`config.mk`:
```
export PLATFORM = sky130hd
export DESIGN_NAME = nvsc_ctrl
export DESIGN_NICKNAME = d
export VERILOG_FILES = /design/src/rtl/nvsc_pkg.sv /design/src/rtl/nvsc_pulse.sv /design/src/rtl/nvsc_match.sv /design/src/rtl/nvsc_timer.sv /design/src/rtl/nvsc_ctrl.sv
export SDC_FILE = /design/constraint.sdc
export NUM_CORES = 1
export LEC_CHECK = 0
export BUFFER_PORTS_ARGS = -buffer_cell sky130_fd_sc_hd__buf_2
export CAP_MARGIN = 10
export CELL_PAD_IN_SITES_DETAIL_PLACEMENT = 2
export CELL_PAD_IN_SITES_GLOBAL_PLACEMENT = 2
export CORE_UTILIZATION = 30
export CTS_CLUSTER_DIAMETER = 80
export CTS_CLUSTER_SIZE = 30
export DETAILED_ROUTE_END_ITERATION = 6
export PLACE_DENSITY_LB_ADDON = 0.15
export RECOVER_POWER = 100
export SYNTH_ARGS = -nofsm -noshare
export SYNTH_HDL_FRONTEND = slang
export SYNTH_SLANG_ARGS = --single-unit
```
`constraint.sdc`:
```
create_clock -name clk -period 2.83 [get_ports clk]
set_input_delay 0.1415 -clock clk [delete_from_list [all_inputs] [get_ports clk]]
set_output_delay 0.1415 -clock clk [all_outputs]
set_load 0.05 [all_outputs]
```
`src/rtl/nvsc_pkg.sv`:
```
package nvsc_pkg;
    typedef enum logic [1:0] {
        MD_PWR_WAIT = 2'd0,
        MD_IDLE     = 2'd1,
        MD_STORE    = 2'd2,
        MD_RECALL   = 2'd3
    } md_e;

    typedef enum logic [1:0] {
        EV_NONE  = 2'd0,
        EV_READ  = 2'd1,
        EV_WRITE = 2'd2
    } ev_e;
endpackage

```
`src/rtl/nvsc_pulse.sv`:
```
// Qualifies chip-enable low pulses and classifies them when ce_n rises.
module nvsc_pulse
    import nvsc_pkg::*;
#(
    parameter int AW      = 16,
    parameter int MIN_LOW = 4
) (
    input  logic          clk,
    input  logic          rst_n,
    input  logic          ce_n,
    input  logic          we_n,
    input  logic [AW-1:0] addr,
    output ev_e           ev,
    output logic [AW-1:0] ev_addr
);
    localparam int LW = $clog2(MIN_LOW + 1);
    localparam logic [LW-1:0] LOW_SAT = LW'(MIN_LOW);

    typedef struct packed {
        logic          ce_prev;
        logic [LW-1:0] low_cnt;
        logic          we_bad;
        logic [AW-1:0] addr;
    } pq_t;

    pq_t pq_d, pq_q;

    always_comb begin
        pq_d         = pq_q;
        ev           = EV_NONE;
        pq_d.ce_prev = ce_n;
        if (!ce_n) begin
            if (pq_q.ce_prev) begin
                // first low sample of a new pulse
                pq_d.low_cnt = LW'(1);
                pq_d.we_bad  = !we_n;
                pq_d.addr    = addr;
            end else begin
                if (pq_q.low_cnt != LOW_SAT) begin
                    pq_d.low_cnt = pq_q.low_cnt + LW'(1);
                end
                pq_d.we_bad = pq_q.we_bad | !we_n;
            end
        end else if (!pq_q.ce_prev && pq_q.low_cnt == LOW_SAT) begin
            ev = pq_q.we_bad ? EV_WRITE : EV_READ;
        end
    end

    assign ev_addr = pq_q.addr;

    always_ff @(posedge clk or negedge rst_n) begin
        if (!rst_n) begin
            pq_q <= '{ce_prev: 1'b1, low_cnt: '0, we_bad: 1'b0, addr: '0};
        end else begin
            pq_q <= pq_d;
        end
    end
endmodule

```
`src/rtl/nvsc_match.sv`:
```
// Six-step address pattern detector.
module nvsc_match
    import nvsc_pkg::*;
#(
    parameter int            AW       = 16,
    parameter logic [AW-1:0] A1       = '0,
    parameter logic [AW-1:0] A2       = '0,
    parameter logic [AW-1:0] A3       = '0,
    parameter logic [AW-1:0] A4       = '0,
    parameter logic [AW-1:0] A5       = '0,
    parameter logic [AW-1:0] A_STORE  = '0,
    parameter logic [AW-1:0] A_RECALL = '0
) (
    input  logic          clk,
    input  logic          rst_n,
    input  logic          en,
    input  ev_e           ev,
    input  logic [AW-1:0] ev_addr,
    output logic          hit_store,
    output logic          hit_recall
);
    localparam logic [2:0] LAST_STEP = 3'd5;

    typedef struct packed {
        logic [2:0] step;
    } mq_t;

    mq_t mq_d, mq_q;

    function automatic logic [AW-1:0] pfx_at(input logic [2:0] idx);
        case (idx)
            3'd0:    return A1;
            3'd1:    return A2;
            3'd2:    return A3;
            3'd3:    return A4;
            default: return A5;
        endcase
    endfunction

    always_comb begin
        mq_d       = mq_q;
        hit_store  = 1'b0;
        hit_recall = 1'b0;
        if (!en) begin
            mq_d.step = 3'd0;
        end else if (ev == EV_WRITE) begin
            mq_d.step = 3'd0;
        end else if (ev == EV_READ) begin
            if (mq_q.step != 3'd0 && ev_addr == pfx_at(mq_q.step - 3'd1)) begin
                mq_d.step = 3'd0;                 // repeated read
            end else if (mq_q.step == LAST_STEP) begin
                mq_d.step = 3'd0;
                if (ev_addr == A_STORE) begin
                    hit_store = 1'b1;
                end else if (ev_addr == A_RECALL) begin
                    hit_recall = 1'b1;
                end else if (ev_addr == A1) begin
                    mq_d.step = 3'd1;
                end
            end else if (ev_addr == pfx_at(mq_q.step)) begin
                mq_d.step = mq_q.step + 3'd1;
            end else if (ev_addr == A1) begin
                mq_d.step = 3'd1;
            end else begin
                mq_d.step = 3'd0;
            end
        end
    end

    always_ff @(posedge clk or negedge rst_n) begin
        if (!rst_n) begin
            mq_q <= '{step: 3'd0};
        end else begin
            mq_q <= mq_d;
        end
    end
endmodule

```
`src/rtl/nvsc_timer.sv`:
```
// Loadable down counter timing the autonomous copy cycles.
module nvsc_timer #(
    parameter int CW = 8
) (
    input  logic          clk,
    input  logic          rst_n,
    input  logic          load,
    input  logic [CW-1:0] load_val,
    output logic          zero
);
    typedef struct packed {
        logic [CW-1:0] cnt;
    } tq_t;

    tq_t tq_d, tq_q;

    always_comb begin
        tq_d = tq_q;
        if (load) begin
            tq_d.cnt = load_val;
        end else if (tq_q.cnt != '0) begin
            tq_d.cnt = tq_q.cnt - CW'(1);
        end
    end

    assign zero = (tq_q.cnt == '0);

    always_ff @(posedge clk or negedge rst_n) begin
        if (!rst_n) begin
            tq_q <= '{cnt: '0};
        end else begin
            tq_q <= tq_d;
        end
    end
endmodule

```
`src/rtl/nvsc_ctrl.sv`:
```
module nvsc_ctrl
    import nvsc_pkg::*;
#(
    parameter int            AW         = 16,
    parameter int            MIN_LOW    = 4,
    parameter int            STORE_CYC  = 2_000_000,
    parameter int            RECALL_CYC = 4000,
    parameter logic [AW-1:0] A1         = AW'(16'h1A2B),
    parameter logic [AW-1:0] A2         = AW'(16'h2C4D),
    parameter logic [AW-1:0] A3         = AW'(16'h3E61),
    parameter logic [AW-1:0] A4         = AW'(16'h4F83),
    parameter logic [AW-1:0] A5         = AW'(16'h50A5),
    parameter logic [AW-1:0] A_STORE    = AW'(16'h61C7),
    parameter logic [AW-1:0] A_RECALL   = AW'(16'h72E9)
) (
    input  logic          clk,
    input  logic          rst_n,
    input  logic [AW-1:0] addr,
    input  logic          ce_n,
    input  logic          we_n,
    input  logic          supply_ok,
    output logic          store_start,
    output logic          recall_start,
    output logic          busy,
    output logic          dq_disable
);
    localparam int MAX_CYC = (STORE_CYC > RECALL_CYC) ? STORE_CYC : RECALL_CYC;
    localparam int CW      = $clog2(MAX_CYC + 1);
    localparam logic [CW-1:0] ST_LOAD = CW'(STORE_CYC - 1);
    localparam logic [CW-1:0] RC_LOAD = CW'(RECALL_CYC - 1);

    typedef struct packed {
        md_e  mode;
        logic st_pulse;
        logic rc_pulse;
    } cq_t;

    cq_t           cq_d, cq_q;
    ev_e           ev;
    logic [AW-1:0] ev_addr;
    logic          hit_store, hit_recall;
    logic          tm_load, tm_zero;
    logic [CW-1:0] tm_val;

    nvsc_pulse #(.AW(AW), .MIN_LOW(MIN_LOW)) u_pulse (
        .clk     (clk),
        .rst_n   (rst_n),
        .ce_n    (ce_n),
        .we_n    (we_n),
        .addr    (addr),
        .ev      (ev),
        .ev_addr (ev_addr)
    );

    nvsc_match #(
        .AW(AW), .A1(A1), .A2(A2), .A3(A3), .A4(A4), .A5(A5),
        .A_STORE(A_STORE), .A_RECALL(A_RECALL)
    ) u_match (
        .clk        (clk),
        .rst_n      (rst_n),
        .en         (cq_q.mode == MD_IDLE),
        .ev         (ev),
        .ev_addr    (ev_addr),
        .hit_store  (hit_store),
        .hit_recall (hit_recall)
    );

    nvsc_timer #(.CW(CW)) u_timer (
        .clk      (clk),
        .rst_n    (rst_n),
        .load     (tm_load),
        .load_val (tm_val),
        .zero     (tm_zero)
    );

    always_comb begin
        cq_d          = cq_q;
        cq_d.st_pulse = 1'b0;
        cq_d.rc_pulse = 1'b0;
        tm_load       = 1'b0;
        tm_val        = '0;
        unique case (cq_q.mode)
            MD_PWR_WAIT: begin
                if (supply_ok) begin
                    cq_d.mode     = MD_RECALL;
                    cq_d.rc_pulse = 1'b1;
                    tm_load       = 1'b1;
                    tm_val        = RC_LOAD;
                end
            end
            MD_IDLE: begin
                if (hit_store) begin
                    cq_d.mode     = MD_STORE;
                    cq_d.st_pulse = 1'b1;
                    tm_load       = 1'b1;
                    tm_val        = ST_LOAD;
                end else if (hit_recall) begin
                    cq_d.mode     = MD_RECALL;
                    cq_d.rc_pulse = 1'b1;
                    tm_load       = 1'b1;
                    tm_val        = RC_LOAD;
                end
            end
            MD_STORE: begin
                if (!supply_ok || tm_zero) begin
                    cq_d.mode = MD_IDLE;
                end
            end
            MD_RECALL: begin
                if (tm_zero) begin
                    cq_d.mode = MD_IDLE;
                end
            end
            default: cq_d.mode = MD_IDLE;
        endcase
    end

    always_ff @(posedge clk or negedge rst_n) begin
        if (!rst_n) begin
            cq_q <= '{mode: MD_PWR_WAIT, st_pulse: 1'b0, rc_pulse: 1'b0};
        end else begin
            cq_q <= cq_d;
        end
    end

    assign store_start  = cq_q.st_pulse;
    assign recall_start = cq_q.rc_pulse;
    assign busy         = (cq_q.mode == MD_STORE) || (cq_q.mode == MD_RECALL);
    assign dq_disable   = (cq_q.mode != MD_IDLE);
endmodule

```
==> flow_summary.yaml, run 1 <==
run_status:
  status: "finished with violations"
  violations: "max-capacitance violations, max-slew violations"
floorplan:
  floorplan.die.height_um: 103
  die_area_sq_um: 10700
  die_w_um: 103
  placementRows: 36
  coreArea_sq_um: 9860
  ports_placed_on_the_boundary: 25
  initial_cell_density_of_the_core_pct: 31.2
logic_synthesis:
  syn-cell-area_sq_um: 3080
  yosysWarnings: 0
  async_flop_share_pct: 100
  syn_area_per_cell_sq_um: 9.45
  synthesis.instances: 326
  synth-seq-cells: 49
  synth.yosys.seq_area_share_pct: 39.9
  postSynthNetCount: 360
  synthFlopType: "dfrtp_1"
  synthDistinctLibCells: 62
  synth_edf_count: 0
critical_path:
  kind_of_launch_point_of_the_worst_setup_path: "register"
  critical_path_class: "reg2reg"
  cp.arrival_ns: 2.89
  endpoint_of_the_worst_register_to_register_path: "u_timer.tq_q[19]"
  worst-r2r-cell-count: 12
  worstPathRequired_ns: 3.03
  r2r_slack_ns: 0.14
  r2r-start: "u_pulse.pq_q[18]"
  cp_max_fo: 4
  cp-end-kind: "register"
clocking:
  cts_max_path_buffers: 2
  clk-insertion-delay-late_ns: 0.31
  clkSinkCount: 49
  clockRootBuffer: "clkbuf_8"
  cts_tree: "yes"
  numCtsBuffers: 5
  worst_setup_hold_path_clk_slew_ns: 0.10
  cts_htree_levels: 2
timing:
  layout_worst_path_cycle_share_pct: 95.2
  final.setup_skew_ns: 0.0127
  fmax_mhz: 371
  timing_max_transition_violations_final: 37
  finalWorstPathRequiredPeriod_ns: 2.69
  final_hold_viol_count: 0
  setup_repair_after_global_routing_missed_its_margin: "no"
  timing_worst_slew_pin_value_ns: 2.13
  final.setup.worst_slack_ns: 0.135
  max-slew-margin-rel_pct: -41.7
  tns_setup_ns: 0
  setup-violations-final: 0
global_routing:
  grt_most_used_layer: "met2"
  grt_use_total_pct: 17.5
  pin_count_of_the_biggest_net_entering_global_routing: 37
  first_global_vias: 2627
  grt_util_met2_pct: 26.7
  grt_first_pass_wirelength_um: 14000
  use_met1_pct: 26.3
  grt_util_met3_pct: 2.22
  initial_antenna_violation_count: 0
  global_route.overflow_total: 0
run:
  cap_viol_max_count: 1
pwr:
  pwr_density_cell_nw_per_um2: 434
  fin_total_pwr_mw: 1.55
  power.leakage_nw: 1.43
  irDropWorstVdd_v: 0.000229
routing:
  viasPerCell: 5.09
  antenna_left: 0
  dr_total_vias: 2541
  remaining_drc_errors: 0
  drt_iter0_drc: 94
  route.detailed.wl_per_inst_um: 17.0
  total_length_of_routed_wires_um: 8500
  drtPass1Iterations: 4
placed_design:
  placedInstanceArea_sq_um: 3430
  placement.setup.worst_slack_ns: -0.0749
  port_buffers: 24
  gpl.final_weighted_congestion: 0.738
  place.detailed.hpwl_um: 6490
layout:
  finish.net_count: 399
  flow.area_growth_from_synthesis_pct: 16.0
  num_antenna_cells: 0
  drive_gt1_share_pct: 21.3
  final_area_sq_um: 3570
worst_hold_path:
  hp-start: "addr[12]"
  hold_path_end: "u_pulse.ev_addr[12]"
  holdCritPathClass: "in2reg"
  whs_path_depth: 2
==> state kept, by name (all words and copies together), names as in the netlist <==
name / cells
cq_q: 2
u_pulse.pq_q: 5
u_match.mq_q: 3
recall_start: 1
u_timer.tq_q: 21
store_start: 1
u_pulse.ev_addr: 16
==> final cells by class <==
cell class	count	area, sq um
fillers	1121	6290
multi-input cells	248	1740
flip-flops and latches	49	1230
repair buffers	44	254
well taps	133	166
clock buffers	6	82.6
inverters	17	63.8
clock inverters	2	37.5
==> kinds of logic after synthesis <==
| kind of cell | count (synthesis) | synth area share [%] |
|---|---|---|
| XOR/XNOR | 26 | 7.40 |
| AO/OA/AOI/OAI | 59 | 13.8 |
| flip-flops | 49 | 39.9 |
| adder cells (fa/ha/maj) | 13 | 5.28 |
| buffers and inverters | 29 | 3.82 |
| AND/OR/NAND/NOR | 131 | 23.0 |
| multiplexers | 19 | 6.83 |
==> metal layers <==
| layer | wire length (um) | part of all wire (%) | vias up |
|---|---|---|---|
| met1 | 4560 | 54 | 1279 |
| met4 | 64 | 0.75 | 0 |
| li1 | - | - | 1232 |
| met5 | 0 | 0 | - |
| met2 | 3720 | 44 | 26 |
| met3 | 151 | 1.8 | 4 |
==> timing repair <==
action / in CTS / in global routing
setup buffers: 0 / 1
pin swaps: 1 / 1
hold endpoints to repair: 36 / 0
gates cloned: 0 / 0
hold buffers: 3 / 0
gates resized for setup: 3 / 2
endpoints found under the setup margin: 4 / 2
==> critical path, stage by stage (launching register included) <==
cell,delay [ns]
dfrtp_1,0.39
inv_1,0.08
ha_2,0.20
nand2_1,0.07
nor2_2,0.14
nand3_1,0.13
ha_2,0.21
or4b_1,0.54
or4_4,0.47
nand2_4,0.11
o21ai_4,0.08
a21oi_1,0.12
nor2_1,0.06
==> worst max-delay path by stage <==
stage,start,cells after the start,end
after floorplan,u_pulse.pq_q[17],12,u_timer.tq_q[19]
after global placement,u_pulse.pq_q[18],12,u_timer.tq_q[19]
after detailed placement,u_pulse.pq_q[18],12,u_timer.tq_q[19]
after CTS,u_pulse.pq_q[18],12,u_timer.tq_q[19]
after global routing,u_pulse.pq_q[18],12,u_timer.tq_q[19]
final,u_pulse.pq_q[18],12,u_timer.tq_q[19]
==> synthesized netlist by cell type (all sizes together), types with 2 or more instances <==
master	instances	share of area, %
dfrtp	48	39
nand2	39	4.8
nor2	29	3.7
a21oi	19	3.9
inv	17	2.1
mux2	16	5.9
xnor2	14	4.0
ha	13	5.3
o21ai	12	2.3
xor2	12	3.4
clkbuf	9	1.1
nor3	9	1.5
nand3	8	1.5
or4	8	2.3
nor4	7	1.8
nor4b	6	1.7
nand2b	5	1.0
a31oi	4	0.81
or3	4	0.81
a211oi	3	0.73
buf	3	0.65
mux2i	3	0.98
nor2b	3	0.61
o21bai	3	0.73
o22ai	3	0.61
or2	3	0.69
a21o	2	0.53
and2	2	0.41
nor3b	2	0.49
o211ai	2	0.49
o31ai	2	0.93
==> report_power, final <==
part	switching, mW	internal [mW]
logic	0.0930	0.0958
registers	0.0684	0.745
clock network	0.259	0.288
total	0.421	1.13
==> layout by cell type (no fill, tap or decap), types with 3 or more instances in the layout <==
master / count
nor3_1: 9
o21ai_0: 10
buf_4: 12
nor2_1: 27
o22ai_1: 3
xnor2_1: 14
nor4_1: 5
mux2_2: 16
a31oi_1: 4
inv_1: 15
mux2i_1: 3
xor2_1: 12
nand2_1: 38
clkbuf_1: 9
dlygate4sd3_1: 3
or3_1: 4
ha_1: 11
nor2b_1: 3
buf_2: 20
nand3_1: 7
a21oi_1: 15
dfrtp_1: 48
nor4b_1: 6
a21oi_2: 3
a211oi_1: 3
clkbuf_8: 6
or4_1: 5
nand2b_1: 5
o21bai_1: 3
or4_4: 3
==> per-stage QoR <==
step | util [%] | hold slack [ns] | std cells
after floorplan | - | -0.154 | 326
after global placement | 34.8 | 0.319 | 487
after detailed placement | 34.8 | 0.321 | 487
after CTS | 36.4 | 0.0395 | 498
after global routing | 36.2 | 0.0486 | 499
final | 36.2 | 0.0593 | 499
Note: power is estimated with default switching activity, not from simulation.
==> run 2: changes to the inputs <==
--- a/config.mk
+++ b/config.mk
@@ -15,3 +15,3 @@
 export DETAILED_ROUTE_END_ITERATION = 6
-export PLACE_DENSITY_LB_ADDON = 0.15
+export PLACE_DENSITY = 0.68
 export RECOVER_POWER = 100
==> constraint.sdc (replaced) <==
create_clock -name clk -period 2.83 [get_ports clk]
set_input_delay 0.283 -clock clk [delete_from_list [all_inputs] [get_ports clk]]
set_output_delay 0.283 -clock clk [all_outputs]
set_load 0.05 [all_outputs]
==> flow_summary.yaml, run 2 (synthesized netlist as in run 1, its figures left out) <==
floorplan:
  ports_placed_on_the_boundary: 25
  die_w_um: 103
  floorplan.die.height_um: 103
  initial_cell_density_of_the_core_pct: 31.2
  die_area_sq_um: 10700
  coreArea_sq_um: 9860
  placementRows: 36
clocking:
  clk-insertion-delay-late_ns: 0.31
  cts_htree_levels: 2
  post-cts-setup-buffer-count: 0
  clockRootBuffer: "clkbuf_8"
  worst_setup_hold_path_clk_slew_ns: 0.10
  cts_max_path_buffers: 2
  numCtsBuffers: 5
  cts_tree: "yes"
  post_cts_hold_buffer_count: 0
  clkSinkCount: 49
routing:
  routed_met2_length_um: 4100
  route.detailed.wl_per_inst_um: 17.3
  drtPass1Iterations: 4
  drt_iter0_drc: 40
  viasPerCell: 5.13
  routedLengthMet1_um: 4200
  dr_wl_met3_um: 194
  dr_total_vias: 2529
  total_length_of_routed_wires_um: 8530
  antenna_left: 0
  top_signal_layer_used: "met4"
  remaining_drc_errors: 0
critical_path:
  crit_buf_inv: 1
  critPathLaunch: "u_pulse.pq_q[18]"
  cp.arrival_ns: 2.88
  cp_max_fo: 4
  critical_path_class: "reg2reg"
  r2r-start: "u_pulse.pq_q[18]"
  kind_of_launch_point_of_the_worst_setup_path: "register"
  critical_path.cell_chain: "inv_1, ha_2, nand2_1, nor2_4, nand3_2, ha_2, or4b_1, or4_4, nand2_4, o21ai_4, a21oi_1, nor2_1"
  cpMostUsedCell: "ha_2"
  cp-end-kind: "register"
  critPathSlowestCell: "or4b_1"
  critical_path_s_largest_stage_delay_ns: 0.54
  worstPathRequired_ns: 3.03
  timing.critical_path.max_delay_family: "simple AND/OR/NAND/NOR gates"
worst_hold_path:
  holdCritPathClass: "in2reg"
  hp-start: "we_n"
placed_design:
  place.detailed.hpwl_um: 6510
  gpl.final_weighted_congestion: 0.759
  port_buffers: 24
  placed_cells: 486
layout:
  flow.area_growth_from_synthesis_pct: 13.9
  final_cell_count_no_fill: 493
  num_antenna_cells: 0
  largest_register_ffs: 21
  finish.net_count: 394
  nFillCells: 1117
  regMostFlops: "u_timer.tq_q"
  final_common_cell: "dfrtp_1"
  drive_gt1_share_pct: 20.8
  final_cell_mix: "dfrtp_1 (47), nand2_1 (38), nor2_1 (27)"
timing:
  layout_worst_path_cycle_share_pct: 94.7
  tns_setup_ns: 0
  setup-violations-final: 0
  timing_worst_slew_pin_value_ns: 1.87
  finalWorstPathRequiredPeriod_ns: 2.68
  setup_repair_after_global_routing_missed_its_margin: "no"
  final_hold_viol_count: 0
  fmax_mhz: 373
  final.setup_skew_ns: 0.0148
  max-slew-margin-rel_pct: -24.7
  timing_max_transition_violations_final: 30
run_status:
  violations: "max-capacitance violations, max-slew violations"
  status: "finished with violations"
run:
  cap_viol_max_count: 1
global_routing:
  grt_first_pass_wirelength_um: 14200
  pin_count_of_the_biggest_net_entering_global_routing: 30
  first_global_vias: 2748
  initial_antenna_violation_count: 0
  grt_use_total_pct: 17.6
  global_route.overflow_total: 0
pwr:
  irDropWorstVdd_v: 0.000229
  pwr_density_cell_nw_per_um2: 427
  power.leakage_nw: 1.40
## run 2: cell types whose count changed in the layout (fill, tap and decap cells not counted), sizes merged
cell / change
buf: -1
clkbuf: -2
clkinv: +1
clkinvlp: -1
dlygate4sd3: -3
## run 2: worst register-to-register path: stages (launching register included)
cell	delay (ns)
dfrtp_1	0.39
inv_1	0.08
ha_2	0.20
nand2_1	0.09
nor2_4	0.12
nand3_2	0.10
ha_2	0.21
or4b_1	0.54
or4_4	0.47
nand2_4	0.11
o21ai_4	0.08
a21oi_1	0.14
nor2_1	0.06
## run 2: metrics by stage
step,setup WS [ns],hold WS (ns),utilization (%),power [mW],area [sq um]
floorplan,0.142,-0.0126,-,0.923,3080
global placement,0.0552,0.399,34.7,1.00,3420
detailed placement,-0.0888,0.409,34.7,1.02,3420
CTS,0.0149,0.0583,35.9,1.53,3540
global route,0.0179,0.150,35.6,1.57,3510
finish,0.149,0.156,35.6,1.50,3510
## run 2: final timing paths
path / endpoint / slack, ns / cells past startpoint
setup / recovery: u_timer.tq_q[19] / 0.15 / 12
hold / removal: u_pulse.pq_q[16] / 0.16 / 2
setup reg to reg: u_timer.tq_q[19] / 0.15 / 12
hold reg to reg: u_pulse.ev_addr[15] / 0.51 / 1
max in group asynchronous: u_pulse.ev_addr[5] / 1.05 / 2
min in group asynchronous: u_timer.tq_q[2] / 0.48 / 1
## run 2: layout make-up
cell class	instances	area (sq um)	share of cell area (%)
multi-input cells	248	1730	49.4
clock buffers	5	68.8	1.96
inverters	17	63.8	1.82
repair buffers	39	213	6.06
flip-flops and latches	49	1230	35.0
clock inverters	2	35.0	0.999
well taps	133	166	4.74
## run 2: power by group
part	total (mW)	switching, mW	internal [mW]
logic	0.191	0.0994	0.0916
registers	0.809	0.0638	0.745
clock network	0.499	0.241	0.257
## run 2: repair_timing
action | 4_1_cts | 5_1_grt
pin swaps | 0 | 1
resized for setup | 4 | 5
hold endpoints to repair | 0 | 0
setup endpoints to repair | 4 | 7
## run 2: routing by layer
layer | up-vias | global-route usage (%)
li1 | 1210 | -
met1 | 1289 | 23.4
met2 | 28 | 30.0
met3 | 2 | 3.16
met4 | 0 | 3.58
met5 | - | 0
